<file path="src/rtl/cau_pkg.sv">
package cau_pkg;

    localparam int WORD_W = 32;

    typedef enum logic [3:0] {
        OP_ADD_CHK = 4'd0,
        OP_SUB_CHK = 4'd1,
        OP_ADD_CHN = 4'd2,
        OP_SUB_CHN = 4'd3,
        OP_ADD_PLN = 4'd4,
        OP_SUB_PLN = 4'd5,
        OP_ADD_TAG = 4'd6,
        OP_SUB_TAG = 4'd7,
        OP_BOUND   = 4'd8
    } op_e;

    typedef enum logic [1:0] {
        CM_KEEP  = 2'd0,
        CM_CLEAR = 2'd1,
        CM_COUT  = 2'd2,
        CM_NCOUT = 2'd3
    } carry_mode_e;

    typedef struct packed {
        logic        legal;
        logic        is_sub;
        logic        use_cin;
        logic        ovf_chk;
        logic        tag_chk;
        logic        bound;
        carry_mode_e cmode;
    } op_ctrl_t;

    function automatic op_ctrl_t decode_op(input logic [3:0] code);
        op_ctrl_t c;
        c = '{legal: 1'b1, is_sub: 1'b0, use_cin: 1'b0, ovf_chk: 1'b0,
              tag_chk: 1'b0, bound: 1'b0, cmode: CM_KEEP};
        case (code)
            OP_ADD_CHK: begin c.use_cin = 1'b1; c.ovf_chk = 1'b1; c.cmode = CM_CLEAR; end
            OP_SUB_CHK: begin c.is_sub = 1'b1; c.use_cin = 1'b1; c.ovf_chk = 1'b1; c.cmode = CM_CLEAR; end
            OP_ADD_CHN: begin c.use_cin = 1'b1; c.cmode = CM_COUT; end
            OP_SUB_CHN: begin c.is_sub = 1'b1; c.use_cin = 1'b1; c.cmode = CM_NCOUT; end
            OP_ADD_PLN: ;
            OP_SUB_PLN: c.is_sub = 1'b1;
            OP_ADD_TAG: begin c.tag_chk = 1'b1; c.cmode = CM_CLEAR; end
            OP_SUB_TAG: begin c.is_sub = 1'b1; c.tag_chk = 1'b1; c.cmode = CM_CLEAR; end
            OP_BOUND:   c.bound = 1'b1;
            default:    c.legal = 1'b0;
        endcase
        return c;
    endfunction

    // A word is a small integer only when its two top bits agree.
    function automatic logic tag_bad(input logic [WORD_W-1:0] w);
        return w[WORD_W-1] ^ w[WORD_W-2];
    endfunction

endpackage

</file>
<file path="src/rtl/cau_adder.sv">
module cau_adder #(
    parameter int W = 32
) (
    input  logic [W-1:0] a,
    input  logic [W-1:0] b,
    input  logic         sub,
    input  logic         cin,
    output logic [W-1:0] sum,
    output logic         cout,
    output logic         ovf
);
    logic [W-1:0] b_eff;
    logic         ci_bit;
    logic [W:0]   total;

    always_comb begin
        b_eff  = sub ? ~b : b;
        // Subtract is A + ~B + 1 - carry, so the carry-in bit becomes ~carry.
        ci_bit = sub ? ~cin : cin;
        total  = {1'b0, a} + {1'b0, b_eff} + {{W{1'b0}}, ci_bit};
        sum    = total[W-1:0];
        cout   = total[W];
        ovf    = (a[W-1] == b_eff[W-1]) && (sum[W-1] != a[W-1]);
    end
endmodule

</file>
<file path="src/rtl/cau_bound.sv">
module cau_bound #(
    parameter int W = 32
) (
    input  logic [W-1:0] a,
    input  logic [W-1:0] b,
    output logic         below
);
    always_comb below = (a < b);
endmodule

</file>
<file path="src/rtl/cau_policy.sv">
module cau_policy
    import cau_pkg::*;
(
    input  op_ctrl_t ctrl,
    input  logic     carry_cur,
    input  logic     cout,
    input  logic     ovf,
    input  logic     tag_fail,
    input  logic     below,
    output logic     trap,
    output logic     emit,
    output logic     carry_nxt
);
    always_comb begin
        trap = ctrl.legal & ((ctrl.ovf_chk & ovf)
                           | (ctrl.tag_chk & tag_fail)
                           | (ctrl.bound & ~below));
        emit = ctrl.legal & ~trap;
        carry_nxt = carry_cur;
        if (emit) begin
            case (ctrl.cmode)
                CM_CLEAR: carry_nxt = 1'b0;
                CM_COUT:  carry_nxt = cout;
                CM_NCOUT: carry_nxt = ~cout;
                default:  carry_nxt = carry_cur;
            endcase
        end
    end
endmodule

</file>
<file path="src/rtl/carry_adder_unit.sv">
module carry_adder_unit
    import cau_pkg::*;
#(
    parameter int W = WORD_W
) (
    input  logic         clk,
    input  logic         rst,
    input  logic         op_valid,
    input  logic [3:0]   op_sel,
    input  logic [W-1:0] opnd_a,
    input  logic [W-1:0] opnd_b,
    output logic [W-1:0] res_data,
    output logic         res_valid,
    output logic         trap_req,
    output logic         carry_flag
);
    op_ctrl_t     ctrl;
    logic [W-1:0] sum;
    logic         cout, ovf, below, tag_fail;
    logic         trap, emit, carry_nxt;
    logic [W-1:0] result;

    always_comb begin
        ctrl     = decode_op(op_sel);
        tag_fail = opnd_a[W-1] ^ opnd_a[W-2] ^ 1'b0 | (opnd_b[W-1] ^ opnd_b[W-2]);
    end

    cau_adder #(.W(W)) u_add (
        .a(opnd_a), .b(opnd_b), .sub(ctrl.is_sub),
        .cin(ctrl.use_cin & carry_flag),
        .sum(sum), .cout(cout), .ovf(ovf)
    );

    cau_bound #(.W(W)) u_bnd (.a(opnd_a), .b(opnd_b), .below(below));

    cau_policy u_pol (
        .ctrl(ctrl), .carry_cur(carry_flag), .cout(cout), .ovf(ovf),
        .tag_fail(tag_fail), .below(below),
        .trap(trap), .emit(emit), .carry_nxt(carry_nxt)
    );

    always_comb result = ctrl.bound ? opnd_a : sum;

    always_ff @(posedge clk) begin
        if (rst) begin
            res_data   <= '0;
            res_valid  <= 1'b0;
            trap_req   <= 1'b0;
            carry_flag <= 1'b0;
        end else begin
            res_valid <= op_valid & emit;
            trap_req  <= op_valid & trap;
            if (op_valid) begin
                carry_flag <= carry_nxt;
                if (emit) res_data <= result;
            end
        end
    end
endmodule

</file>
<file path="config.mk">
export PLATFORM = sky130hd
export DESIGN_NAME = carry_adder_unit
export DESIGN_NICKNAME = d
export VERILOG_FILES = /design/src/rtl/cau_pkg.sv /design/src/rtl/cau_adder.sv /design/src/rtl/cau_bound.sv /design/src/rtl/cau_policy.sv /design/src/rtl/carry_adder_unit.sv
export SDC_FILE = /design/constraint.sdc
export NUM_CORES = 1
export LEC_CHECK = 0
export BUFFER_PORTS_ARGS = -buffer_cell sky130_fd_sc_hd__clkbuf_2
export CORE_MARGIN = 4
export CORE_UTILIZATION = 60
export CTS_CLUSTER_SIZE = 14
export DETAILED_ROUTE_END_ITERATION = 12
export PLACE_DENSITY = 0.87
export SETUP_SLACK_MARGIN = 0.02
export SYNTH_ARGS = -nofsm -noshare
export SYNTH_HDL_FRONTEND = slang
export SYNTH_SLANG_ARGS = --single-unit
</file>
<file path="constraint.sdc">
create_clock -name clk -period 6.25 [get_ports clk]
set_clock_uncertainty 0.05 [all_clocks]
set_input_delay 0.9375 -clock clk [delete_from_list [all_inputs] [get_ports clk]]
set_output_delay 0.9375 -clock clk [all_outputs]
set_load 0.005 [all_outputs]
</file>
# Word-level counts from Yosys, hierarchy flattened
# Cells that the tools add are included.
# op_classes
add_sub_neg	2
order_cmp	1
eq_ne	13
n_mux	11
bitwise	18
reduce_logical	11
# ops
cell	count
two-way mux 32 bit	2
adder 32 x 32 -> 33 bit	1
adder 33 x 1 -> 33 bit	1
less-than comparator 32 bit	1
inverter 32 bit	1
== test 4 x 3 -> 1 bit (second input constant)	4
OR reduction 4 bit	3
OR reduction 9 bit	1
bitwise AND 1 bit	8
== test 4 x 2 -> 1 bit (second input constant)	2
two-way mux 1 bit	7
one-hot mux 2 bit (3 select lines)	1
== test 2 bit (second input constant)	2
== test 4 x 1 -> 1 bit (second input constant)	1
== test 4 bit (second input constant)	1
logical NOT 4 bit	1
inverter 1 bit	4
OR reduction 2 bit	2
OR 1 bit	3
one-hot mux 1 bit (3 select lines)	1
AND reduction 3 bit	1
nonzero test 3 bit	1
== test 2 x 1 -> 1 bit (second input constant)	1
AND reduction 2 bit	1
4 further kinds	5
# totals
reg_bits	35
input_bits	71
output_inout_bits	35

# Depth between registers and ports, before layout
# depth
depth_word	16
depth_mapped	16

# Hierarchy
# A second synthesis with hierarchy kept.
# hier_totals
cells_unflattened	622
area_unflattened_um2	4580.6
# by_module_without_submodules
mod	n_inst	cells_per_inst	area_per_inst_um2	seq_area_each_um2
cau_adder	1	303	2142.1	0.0
carry_adder_unit	1	202	1567.8	700.7
cau_bound	1	110	798.3	0.0
cau_policy	1	7	72.6	0.0

# Worst setup path after synthesis
# OpenSTA, ideal clock, no wires.
# synth_path
path_kind	input to register
from	input port op_sel[3]
to	register res_data[20]
t_arrival_ns	4.278
required_time_ns	6.109
setup_slack_ns	1.831
path_stages	15
path_cell_list	inv_1 > nand2_1 > buf_1 > xnor2_1 > fa_1 > fa_1 > a211oi_1 > o211ai_1 > a21o_1 > a21o_1 > a2111oi_0 > o31ai_1 > xor2_1 > nand2_1 > a311oi_1
# synth_between
elab_chain_cells	16
# synth_lines
element	line_no	rtl
start: declaration	carry_adder_unit.sv:9	input logic [3:0] op_sel,
branches (longest 16 deep; another with adder 32 x 32 -> 33 bit)	n/a	
end signal: assignment	carry_adder_unit.sv:55	if (emit) res_data <= result;
end: declaration	carry_adder_unit.sv:12	output logic [W-1:0] res_data,
# Parallel ways; which one is timed is not known.
# A chain may end at the register's enable or synchronous reset.

# Worst setup path after layout
# layout_path
from	input port op_sel[3]
to	register res_data[1]
# Same word-level chain as after synthesis.

==> flow_summary.ini <==
[outcome]
outcome = complete, no violations

[global_routing]
grt_pass1_wl_um = 19800
grt.overflow.total = 0
grtUsageTotal_pct = 27.9
grt_pass1_vias = 4487
grt_max_degree = 47
antenna_found_initial = 0

[timing]
period_share_pct = 77.1
hold_viol = 0
worstMarginPinSlew_ns = 0.972
rsz0062_at_grt = false
tns_ns = 0
period_needed_ns = 4.82
max_freq_mhz = 207
slew_viol_final = 0
maxSlewHeadroom_pct = 35.0
setup_viol = 0

[logic_synthesis]
synth_xor_area_share_pct = 11.6
synth_nets = 711
syn_area_mm2 = 0.00431
yosysUniqueCellTypes = 56
netlist_instances = 576
synth_seq_cells = 35
ys_seq_area_share_pct = 16.3
synthFlopType = dfxtp_1
synthAdderAreaFrac_pct = 18.9
synth.mux.area_fraction_pct = 0.464
synth-edff-count = 0
synth-simple-area-share_pct = 18.5
synth_compound_area_share_pct = 28.1
async_flop_share_pct = 0
syn-mean-instance-area_um2 = 7.48
synth_top_family_by_area = compound AO/OA/AOI/OAI gates
yosys_warnings = 0

[setup_path]
startpoint = op_sel[3]
cp_slowest_cell = nor3_4
cp_common_cell = and4_1
ff2ff_path_depth = 14
crit_chain = clkbuf_2, inv_1, nand2_2, buf_4, xnor2_1, ha_1, and4_1, and4_1, a32oi_1, a21oi_2, o21ai_2, and4_4, nor3_4, buf_12, nor2_1, a311oi_1
r2r-start = carry_flag
reg2reg_slack_ns = 2.39
crit_path_max_incr_delay_ns = 0.57
end_kind = flip-flop
cp_max_fo = 46
cp-start-kind = primary input
crit_arrival_ns = 4.97
rr_endpoint = res_data[1]
cp-endpoint = res_data[1]
required_ns = 6.40
critPathKind = primary input to flip-flop

[route]
viasPerCell = 6.10
drt-met1-wl_um = 5040
ant_nets = 0
dr_total_vias = 4664
routed.top_layer = met4
firstDrtPassIters = 5
wl_met3_um = 894
drc = 0
first_iter_violations = 326
wl_um = 12300
routedWlPerCell_um = 16.0
wl_met2_um = 5920

[finish]
final_nets = 803
post-route-util_pct = 72.5
antenna_cells = 0
layout-drive-gt1-share_pct = 18.5
areaGrowthSynthToFinish_pct = 15.6

[run]
maxCapViolations = 0

[clocking]
post_cts_buffers = 0
insertion_delay_ns = 0.30
numCtsBuffers = 5
cts_tree = done
cts_root_buf = clkbuf_8
cts_buffer_depth = 2
clkTransAtPathRegs_ns = 0.08
ctsResizeCount = 0
h-tree-depth = 2
cts.sinks = 35
postCtsHoldBufs = 0

[placement]
hpwl_um = 9740
io_buffers = 105
place.gp.congestion = 0.925

[power]
ir_drop_mv = 0.115
p_int_w = 0.000533
pwr-share-clk_pct = 19.6
switchingPower_w = 0.000396
netSwitchingFraction_pct = 42.7
leakagePower_nw = 2.37
seqPwrFrac_pct = 27.6
p_per_area_mw_per_mm2 = 187
p_comb_share_pct = 52.7

[die]
ios = 106
core_mm2 = 0.00687
die_x_um = 92.8
dieArea_mm2 = 0.00860
die_h_um = 92.8
rows = 30
initial_core_util_pct = 62.8

[min_path]
hp-class = flip-flop to flip-flop
## worst min path at each step
stage | to | slack (ns) | from | cells after the start
2_1_floorplan | res_data[2] | 0.43 | res_data[2] | 2
3_3_place_gp | res_data[2] | 0.43 | res_data[2] | 2
3_5_place_dp | res_data[2] | 0.44 | res_data[2] | 2
4_1_cts | res_data[27] | 0.46 | res_data[27] | 2
5_1_grt | res_data[29] | 0.47 | res_data[29] | 2
6_report | res_data[27] | 0.45 | res_data[27] | 2
## cells by family (layout without fill, tap and decap cells)
kind of cell	Yosys count	in the layout
buffers and inverters	66	159
DFF	35	35
adders and majority gates	64	64
xor gates and xnor gates	57	57
and+or+nand+nor	174	174
AOI/OAI and AO/OA	178	178
muxes	2	2
## layer usage
metal / vias up / GRT usage, %
li1: 2277 / -
met1: 2145 / 33.0
met3: 43 / 5.85
met5: - / 0
met2: 199 / 49.0
met4: 0 / 11.0
## power by group through the flow
| stage | Sequential (W) | Clock, W | Combinational, W |
|---|---|---|---|
| 2_1_floorplan | 0.000262 | 0 | 0.000343 |
| 3_3_place_gp | 0.000261 | 0 | 0.000465 |
| 3_5_place_dp | 0.000262 | 0 | 0.000480 |
| 4_1_cts | 0.000257 | 0.000183 | 0.000485 |
| 5_1_grt | 0.000259 | 0.000193 | 0.000546 |
| 6_report | 0.000257 | 0.000182 | 0.000490 |
## cell type report
class / count / area (um2)
timing repair buffer: 108 / 561
clock buffer: 5 / 68.8
inverter: 43 / 161
tap: 96 / 120
multi-input combinational: 475 / 3350
fill: 585 / 1890
clock inverter: 3 / 23.8
sequential: 35 / 701
## sequential cells by signal, summed over array words and instances, names as in the netlist
signal      cells
carry_flag      1
res_data       32
res_valid       1
trap_req        1
## worst max-delay path, delay by kind of cell
kind | cells | cell delay (ns)
compound gates | 4 | 0.77
xor+xnor | 1 | 0.11
fa+ha+maj | 1 | 0.42
buf+inv | 4 | 0.92
simple gates | 6 | 1.80
## cells in the final DEF (no fill, tap or decap), drive strengths merged, types with 5 or more instances in the layout
cell type,synthesis,layout
ha,62,62
o211ai,9,9
nor2,55,55
xnor2,41,41
nand4,8,8
a311oi,22,22
a211oi,18,18
nand2b,5,5
nor3,10,10
a21o,18,18
o21ai,37,37
xor2,16,16
dfxtp,35,35
inv,43,44
clkbuf,11,110
nand2,63,63
nand3,9,9
a21oi,45,45
## synthesized netlist by cell type (all sizes together) (5+ instances only)
cell type | n | share of area, %
a211oi | 18 | 3.1
a21o | 18 | 3.1
a21oi | 45 | 5.4
a311oi | 22 | 4.5
buf | 12 | 1.5
clkbuf | 11 | 0.96
dfxtp | 35 | 16
ha | 62 | 18
inv | 43 | 3.7
nand2 | 63 | 5.5
nand2b | 5 | 0.73
nand3 | 9 | 1.0
nand4 | 8 | 1.2
nor2 | 55 | 4.8
nor3 | 10 | 1.4
o211ai | 9 | 1.6
o21ai | 37 | 4.4
xnor2 | 41 | 8.3
xor2 | 16 | 3.3
## per-stage QoR
stage,setup slack [ns],hold slack [ns],cell area [um2],power (W),instances
4_1_cts,1.47,0.458,4980,0.000924,765
3_3_place_gp,1.34,0.433,4890,0.000726,757
2_1_floorplan,1.83,0.435,4310,0.000604,576
3_5_place_dp,1.16,0.438,4890,0.000742,757
5_1_grt,1.14,0.468,4980,0.000998,765
6_report,1.43,0.453,4980,0.000929,765
(Power assumes the default switching activity.)
